`src/rtl/wbuf_pkg.sv`:
```
package wbuf_pkg;

    typedef enum logic {
        MODE_BYTE = 1'b0,
        MODE_WORD = 1'b1
    } wr_mode_e;

endpackage

```
`src/rtl/wbuf_decode.sv`:
```
module wbuf_decode #(
    parameter int unsigned ADDR_W   = 8,
    parameter int unsigned WIN_BASE = 64,
    parameter int unsigned WIN_SPAN = 64
) (
    input  logic [ADDR_W-1:0] addr,
    output logic              in_win,
    output logic              odd
);
    localparam logic [ADDR_W:0] LO_A = (ADDR_W+1)'(WIN_BASE);
    localparam logic [ADDR_W:0] HI_A = (ADDR_W+1)'(WIN_BASE + WIN_SPAN - 1);

    logic [ADDR_W:0] addr_x;

    always_comb begin
        addr_x = {1'b0, addr};
        in_win = (addr_x >= LO_A) && (addr_x <= HI_A);
        odd    = addr[0];
    end

endmodule

```
`src/rtl/wbuf_packer.sv`:
```
module wbuf_packer #(
    parameter int unsigned DATA_W = 16
) (
    input  logic              clk,
    input  logic              rst,
    input  logic              wr_en,
    input  logic              word_mode,
    input  logic              odd,
    input  logic [DATA_W-1:0] wr_data,
    output logic              push,
    output logic [DATA_W-1:0] push_data,
    output logic              pend
);
    localparam int unsigned LANE_W = DATA_W / 2;

    typedef struct packed {
        logic [LANE_W-1:0] low;
        logic              pend;
    } pk_t;

    pk_t st_d, st_q;

    always_comb begin
        st_d      = st_q;
        push      = 1'b0;
        push_data = wr_data;
        if (wr_en) begin
            if (word_mode) begin
                push      = 1'b1;
                push_data = wr_data;
                st_d      = '0;
            end else if (odd) begin
                push      = 1'b1;
                push_data = {wr_data[LANE_W-1:0], st_q.low};
                st_d      = '0;
            end else begin
                st_d.low  = wr_data[LANE_W-1:0];
                st_d.pend = 1'b1;
            end
        end
    end

    always_ff @(posedge clk) begin
        if (rst) begin
            st_q <= '0;
        end else begin
            st_q <= st_d;
        end
    end

    assign pend = st_q.pend;

endmodule

```
`src/rtl/wbuf_fifo.sv`:
```
module wbuf_fifo #(
    parameter int unsigned DATA_W = 16,
    parameter int unsigned DEPTH  = 16
) (
    input  logic                         clk,
    input  logic                         rst,
    input  logic                         push,
    input  logic [DATA_W-1:0]            push_data,
    input  logic                         pop,
    output logic [DATA_W-1:0]            rd_data,
    output logic                         rd_valid,
    output logic [$clog2(DEPTH+1)-1:0]   count,
    output logic                         drop
);
    localparam int unsigned PTR_W = $clog2(DEPTH);
    localparam int unsigned CNT_W = $clog2(DEPTH+1);
    localparam logic [PTR_W-1:0] LAST_P = PTR_W'(DEPTH - 1);
    localparam logic [CNT_W-1:0] FULL_C = CNT_W'(DEPTH);

    typedef struct packed {
        logic [PTR_W-1:0] wr_ptr;
        logic [PTR_W-1:0] rd_ptr;
        logic [CNT_W-1:0] cnt;
    } ff_t;

    ff_t st_d, st_q;
    logic [DATA_W-1:0] mem_d [DEPTH];
    logic [DATA_W-1:0] mem_q [DEPTH];
    logic push_ok, pop_ok, full;

    always_comb begin
        st_d    = st_q;
        mem_d   = mem_q;
        full    = (st_q.cnt == FULL_C);
        push_ok = push && !full;
        pop_ok  = pop && (st_q.cnt != '0);
        drop    = push && full;
        if (push_ok) begin
            mem_d[st_q.wr_ptr] = push_data;
            st_d.wr_ptr = (st_q.wr_ptr == LAST_P) ? '0 : st_q.wr_ptr + 1'b1;
        end
        if (pop_ok) begin
            st_d.rd_ptr = (st_q.rd_ptr == LAST_P) ? '0 : st_q.rd_ptr + 1'b1;
        end
        if (push_ok && !pop_ok) begin
            st_d.cnt = st_q.cnt + 1'b1;
        end else if (pop_ok && !push_ok) begin
            st_d.cnt = st_q.cnt - 1'b1;
        end
    end

    always_ff @(posedge clk) begin
        if (rst) begin
            st_q <= '0;
        end else begin
            st_q <= st_d;
        end
    end

    always_ff @(posedge clk) begin
        mem_q <= mem_d;
    end

    assign rd_data  = mem_q[st_q.rd_ptr];
    assign rd_valid = (st_q.cnt != '0);
    assign count    = st_q.cnt;

endmodule

```
`src/rtl/wbuf_alias_fifo.sv`:
```
module wbuf_alias_fifo #(
    parameter int unsigned ADDR_W   = 8,
    parameter int unsigned DATA_W   = 16,
    parameter int unsigned DEPTH    = 16,
    parameter int unsigned WIN_BASE = 64,
    parameter int unsigned WIN_SPAN = 64,
    localparam int unsigned CNT_W   = $clog2(DEPTH+1)
) (
    input  logic              clk,
    input  logic              rst,
    input  logic [ADDR_W-1:0] host_addr,
    input  logic              host_wr,
    input  logic [DATA_W-1:0] host_data,
    input  logic              host_word_mode,
    output logic              host_ready,
    input  logic              ovf_clr,
    output logic              ovf_flag,
    output logic [DATA_W-1:0] out_data,
    output logic              out_valid,
    input  logic              out_ready,
    output logic [CNT_W-1:0]  fill_count
);
    import wbuf_pkg::*;

    typedef struct packed {
        logic ready;
        logic ovf;
    } stat_t;

    stat_t st_d, st_q;
    wr_mode_e mode;
    logic in_win, odd, accepted;
    logic push, pend, drop;
    logic [DATA_W-1:0] push_data;
    logic [CNT_W-1:0] cnt;

    assign mode     = wr_mode_e'(host_word_mode);
    assign accepted = host_wr && in_win;

    wbuf_decode #(
        .ADDR_W  (ADDR_W),
        .WIN_BASE(WIN_BASE),
        .WIN_SPAN(WIN_SPAN)
    ) u_decode (
        .addr  (host_addr),
        .in_win(in_win),
        .odd   (odd)
    );

    wbuf_packer #(
        .DATA_W(DATA_W)
    ) u_packer (
        .clk      (clk),
        .rst      (rst),
        .wr_en    (accepted),
        .word_mode(mode == MODE_WORD),
        .odd      (odd),
        .wr_data  (host_data),
        .push     (push),
        .push_data(push_data),
        .pend     (pend)
    );

    wbuf_fifo #(
        .DATA_W(DATA_W),
        .DEPTH (DEPTH)
    ) u_fifo (
        .clk      (clk),
        .rst      (rst),
        .push     (push),
        .push_data(push_data),
        .pop      (out_ready),
        .rd_data  (out_data),
        .rd_valid (out_valid),
        .count    (cnt),
        .drop     (drop)
    );

    always_comb begin
        st_d = st_q;
        if (accepted) begin
            st_d.ready = 1'b0;
        end else if ((cnt == '0) && !pend) begin
            st_d.ready = 1'b1;
        end
        if (drop) begin
            st_d.ovf = 1'b1;
        end else if (ovf_clr) begin
            st_d.ovf = 1'b0;
        end
    end

    always_ff @(posedge clk) begin
        if (rst) begin
            st_q <= '{ready: 1'b1, ovf: 1'b0};
        end else begin
            st_q <= st_d;
        end
    end

    assign host_ready = st_q.ready;
    assign ovf_flag   = st_q.ovf;
    assign fill_count = cnt;

endmodule

```
`config.mk`:
```
export PLATFORM = sky130hd
export DESIGN_NAME = wbuf_alias_fifo
export DESIGN_NICKNAME = d
export VERILOG_FILES = /design/src/rtl/wbuf_pkg.sv /design/src/rtl/wbuf_decode.sv /design/src/rtl/wbuf_packer.sv /design/src/rtl/wbuf_fifo.sv /design/src/rtl/wbuf_alias_fifo.sv
export SDC_FILE = /design/constraint.sdc
export NUM_CORES = 1
export LEC_CHECK = 0
export BUFFER_PORTS_ARGS = -buffer_cell sky130_fd_sc_hd__buf_2
export CORE_UTILIZATION = 40
export DETAILED_ROUTE_END_ITERATION = 6
export PLACE_DENSITY_LB_ADDON = 0.1
export SLEW_MARGIN = 0
export SYNTH_ARGS = -nofsm -noshare
export SYNTH_HDL_FRONTEND = slang
export SYNTH_SLANG_ARGS = --single-unit
export TNS_END_PERCENT = 50
```
`constraint.sdc`:
```
create_clock -name clk -period 4.1 [get_ports clk]
set_clock_uncertainty 0.15 [all_clocks]
set_input_delay 0.82 -clock clk [delete_from_list [all_inputs] [get_ports clk]]
set_output_delay 0.82 -clock clk [all_outputs]
set_load 0.03 [all_outputs]
```
# Word-level counts from Yosys, hierarchy flattened
# Cells that the tools add are included.
# word_totals
ff_bits	280
latch_bits	0
mem_bits_rw	0
rom_bits	0
inputBits	30
output_inout_bits	24
word_cells	77
memories	0
# classes
n_addsub	4
n_mul	0
div_mod_pow	0
magnitude_cmp	5
eq_ne	3
shifts	0
n_mux	22
bitwise_logic	2
reduce_logical	18
# ops
op	n
256-bit bitwise mux	1
16-bit two-way mux	6
16-bit binary-select mux with 4-bit select	1
16-bit demux with 4-bit select	1
9-bit two-way mux	2
5-bit >= comparator (second input constant)	2
5-bit two-way mux	2
4-bit NOT with 5-bit output	2
1-bit logical AND	9
4-bit by 1-bit adder with 4-bit output (second input constant)	2
4-bit equality test (second input constant)	2
8-bit by 7-bit >= comparator with 1-bit output (second input constant)	1
8-bit by 7-bit <= comparator with 1-bit output (second input constant)	1
4-bit two-way mux	2
1-bit two-way mux	7
2-bit nonzero test	3
5-bit by 1-bit adder with 5-bit output (second input constant)	1
5-bit equality test (second input constant)	1
5-bit zero test	1
5-bit by 1-bit < comparator with 1-bit output (second input constant)	1
5-bit nonzero test	1
5-bit by 1-bit subtractor with 5-bit output (second input constant)	1
1-bit zero test	4

# Longest topological paths before layout
# logic_depth
ltp_word	9
ltp_mapped	9
depth_no_buf	9

# Cells and area by module
# A second synthesis with hierarchy kept.
# unflattened
hier_cells	583
area_unflattened_um2	11359.6
# modules_own_cells
mod	n_inst	cells_per_inst	area_each_um2	seq_area_each_um2
wbuf_fifo	1	511	10588.9	7947.6
wbuf_packer	1	60	663.1	180.2
wbuf_alias_fifo	1	10	86.3	40.0
wbuf_decode	1	2	21.3	0.0

# Worst setup path before layout
# No wires, ideal clock.
# synth_path
path_kind	input port to flip-flop
startpoint	input host_addr[7]
endpoint	register u_fifo.mem_q[208] (netlist name), enable pin
setup_ns	0.409
arrival_time_ns	2.814
required_time_ns	3.541
path_slack_ns	0.726
path_stages	4
path_buffers	0
path_cell_list	nand3b_1 > a211oi_2 > nand2_1 > nor3_1
# synth_between
elab_chain_len	5
elab_cells_between_ends	6
cone_classes	order compare (2); mux (1); reduce/logical (3)
# synth_lines
item	line	rtl
start, declared	wbuf_alias_fifo.sv:11	input logic [ADDR_W-1:0] host_addr,
8-bit by 7-bit >= comparator with 1-bit output or 8-bit by 7-bit <= comparator with 1-bit output (tied branches)	wbuf_decode.sv:17	in_win = (addr_x >= LO_A) && (addr_x <= HI_A);
1-bit logical AND *	wbuf_decode.sv:17	
1-bit logical AND *	wbuf_alias_fifo.sv:38	assign accepted = host_wr && in_win;
1-bit two-way mux *	wbuf_packer.sv:27	if (wr_en) begin
1-bit logical AND *	wbuf_fifo.sv:35	push_ok = push && !full;
via u_fifo.push_ok	wbuf_fifo.sv:29	logic push_ok, pop_ok, full;
end signal, assigned	wbuf_fifo.sv:61	mem_q <= mem_d;
end, declared	wbuf_fifo.sv:28	logic [DATA_W-1:0] mem_q [DEPTH];
# Mark *: on every way through the listed nets, which the timed path passes. The rest lies on a longest branch.
# A chain may end at the register's enable or synchronous reset.

# Worst setup path in the final report
# layout_path
startpoint	register u_fifo.st_q[5] (netlist name)
endpoint	output out_data[4]
# layout_between
elab_chain_len	4
# layout_lines
item	line	rtl
start, declared	wbuf_fifo.sv:26	ff_t st_d, st_q;
start signal, assigned	wbuf_fifo.sv:56	st_q <= st_d;
4-bit NOT with 5-bit output (implied by the code)	wbuf_fifo.sv:64	assign rd_data = mem_q[st_q.rd_ptr];
16-bit binary-select mux with 4-bit select	wbuf_fifo.sv:64	
16-bit two-way mux (implied by the code) (2 in series)	wbuf_fifo.sv:64	
end, declared	wbuf_alias_fifo.sv:18	output logic [DATA_W-1:0] out_data,
# No other way between the ends. The select of a mux whose other input is x is not followed.

==> summary.md <==
| Metric | Value |
|---|---|
| Setup bufs post-CTS | `0` |
| Avg Inst Size Synth | `19.39 µm²` |
| Total gr overflow | `0` |
| Final Hold Violating Endpoints | `0` |
| Die width | `169.0 µm` |
| Worst slew margin | `51.80%` |
| Internal power | `5273 µW` |
| Crit path cell chain | `buf_12 -> buf_4 -> mux4_2 -> a22oi_1 -> nand2_1 -> buf_2` |
| Peak supply drop | `0.3695 mV` |
| Ranking of synthesized cells by area | `edfxtp_1, mux4_2, dfxtp_1, a22oi_1, mux4_1` |
| WL final | `24400 µm` |
| CP Data Arrival Time | `2.70 ns` |
| Yosys warns | `0` |
| Setup-failing EPs final | `0` |
| Status | `complete, no violations` |
| WL per Instance | `23.30 µm` |
| Diode count | `0` |
| # Max-Cap Violations | `0` |
| Unrepaired setup endpoints after global routing | `false` |
| P_sw | `1843 µW` |
| Fin cells | `1047` |
| Vias in the first global route | `5933` |
| PortBufs | `48` |
| CTS Hold Buffers Added | `0` |
| Count leader, synth | `edfxtp_1` |
| Clock-pin slew on the worst setup and hold paths | `0.06 ns` |
| Dpl cells | `991` |
| CTS Buf Count | `30` |
| Initial DRC count | `450` |
| Pwr Density | `550.4 mW/mm²` |
| Top FF cell, synth | `edfxtp_1` |
| WP buf/inv | `3` |
| Worst Path Required | `3.13 ns` |
| Post-synth ARST share | `0%` |
| Clk pwr share | `36.2%` |
| Share of cells above drive strength 1 | `32.44%` |
| Num Clock Sinks | `280` |
| Mapped Nets | `615` |
| Setup TNS | `0 ns` |
| DIE AREA | `0.02855 mm²` |
| Period utilization | `89.47%` |
| Via count | `5556` |
| Max Slew Vio Count | `0` |
| Fin nets | `691` |
| Cell taking the most area after synthesis | `edfxtp_1` |
| Largest net degree at the start of global routing | `30` |
| Cells after synthesis | `575` |
| Most frequent cells after synthesis | `edfxtp_1, mux4_2, nand2_1` |
| Sequential share of power | `45.8%` |
| Sw Ratio | `25.89%` |
| Vias per cell | `5.307` |
| Maximum clock path buffer count | `3` |
| Leak | `0.004177 µW` |
| CP Launch Type | `flop` |
| Initial Util | `41.03%` |
| Total power | `7116 µW` |
| # resized after CTS | `0` |
| Drt pass-1 iters | `5` |
| Cell variety after synth | `48` |
| Critical Path Fanout Max | `25` |
| Worst path max stage delay | `0.56 ns` |
| Die H | `169.0 µm` |
| GRT Total Usage | `17.83%` |
| Top-Level Pins | `54` |
| Standard-cell rows | `60` |
| Netlist area before placement | `0.01115 mm²` |
| Crit-path leading delay family | `buffers and inverters` |
| First-pass GRT wire length | `37030 µm` |
| Post-route setup slack | `0.4319 ns` |
| Synth-to-Final Area Change | `15.93%` |
| Clock Latency Late Sink | `0.55 ns` |
| WS Path Type | `reg2out` |
| Measured slew at the worst slew-check pin | `0.7198 ns` |
| Synth Register Bits | `280` |
| Antenna-violating nets left | `0` |
| Post-route cell area | `0.01293 mm²` |
| Combinational Power Share | `18.0%` |
| # H-tree levels | `1` |
| Gp weighted congestion | `0.7386` |
| Worst Hold Class | `reg2reg` |
| CP max-delay cell | `dfxtp_4` |
| Placed cell areas | `0.01198 mm²` |
| Sequential share of the synthesized area | `73.25%` |
| Post-DP HPWL | `14810 µm` |
| Synth top area share | `68.94%` |
| CTS root buf | `clkbuf_16` |
| Antenna violations before repair | `0` |
| Crit path capture type | `output pin` |
| Highest clock rate | `272.6 MHz` |
| Core Area | `0.02718 mm²` |
| DR DRC count | `0` |
| EDFF count, synth | `256` |
| Final Critical Period | `3.668 ns` |
| CTS tree | `done` |
| Place WS | `0.7926 ns` |
==> area by class of cell <==
type	count	area, µm²
clock buffers	35	769.5
fillers	2355	14250
well taps	372	465.4
multi-input cells	255	2806
clock inverters	21	180.2
flip-flops and latches	280	8173
inverters	4	15.01
repair buffers	80	518.0
==> layout by cell type (no fill, tap or decap), types with 2 or more instances in the layout <==
master	instances
a31oi_1	3
ha_1	9
a21oi_1	17
mux4_2	56
nor3_2	4
buf_4	29
mux4_1	8
clkinv_1	11
nand3_1	10
clkbuf_1	5
dfxtp_1	22
nand2_1	34
mux2i_1	3
nand2b_1	3
edfxtp_1	256
inv_1	4
buf_2	48
a21o_1	2
mux2_2	17
xor2_1	3
nor2_1	15
buf_12	3
clkbuf_16	30
bufinv_16	3
nor4_1	2
nor2b_2	2
nor2_2	12
clkinv_2	5
a22oi_1	32
a211oi_1	2
==> worst paths after layout <==
kind	startpoint	end	depth (start not counted)	slack, ns
worst max-delay path	u_fifo.st_q[5]$_SDFFE_PP0P_	out_data[4]	6	0.43
worst min-delay path	u_packer.st_q[5]$_SDFFE_PP0N_	u_packer.st_q[5]$_SDFFE_PP0N_	2	0.30
worst max register to register	u_fifo.count[0]$_SDFFE_PP0P_	u_fifo.count[4]$_SDFFE_PP0P_	10	1.02
worst min register to register	u_packer.st_q[5]$_SDFFE_PP0N_	u_packer.st_q[5]$_SDFFE_PP0N_	2	0.30
==> kinds of logic after synthesis <==
kind of cell	Yosys count	synth area share, %
buffers and inverters	40	2.076
DFF	280	73.25
and+or+nand+nor	94	3.916
adders and majority gates	10	1.189
muxes	84	15.18
AOI/OAI and AO/OA	63	4.073
xor gates and xnor gates	4	0.3142
==> worst reg2reg max path: stages, from the launching register on <==
cell,delay [ns]
dfxtp_1,0.38
nor4_1,0.64
a211oi_2,0.15
buf_4,0.20
ha_1,0.19
inv_1,0.15
ha_1,0.30
a21oi_1,0.19
a211oi_1,0.10
a31oi_1,0.18
mux2_2,0.34
==> metrics by stage <==
step | utilization (%) | hold slack [ns]
6_report | 47.57 | 0.2993
5_1_grt | 47.57 | 0.3122
4_1_cts | 47.57 | 0.3029
3_5_place_dp | 44.07 | 0.2934
3_3_place_gp | 44.07 | 0.2860
2_1_floorplan | - | 0.2784
==> layer usage <==
| metal | wire [µm] | vias to the layer above | GRT usage, % |
|---|---|---|---|
| li1 | - | 2503 | - |
| met1 | 10380 | 2905 | 23.28 |
| met2 | 12630 | 116 | 31.64 |
| met3 | 978 | 32 | 2.642 |
| met4 | 407 | 0 | 3.676 |
| met5 | 0 | - | 0 |
==> state kept, by name (all words and copies together), names as in the netlist <==
register	flops
host_ready	1
u_packer.st_q	8
u_fifo.mem_q	256
u_fifo.st_q	8
u_fifo.count	5
u_packer.pend	1
ovf_flag	1
==> power by group through the flow <==
stage	registers, µW	logic (µW)	clock network, µW
floorplan	3260	1070	0
global placement	3310	1290	0
detailed placement	3320	1310	0
CTS	3260	1310	2640
global route	3270	1390	2750
finish	3260	1280	2580
No activity file was read; power rests on OpenSTA's default activity.
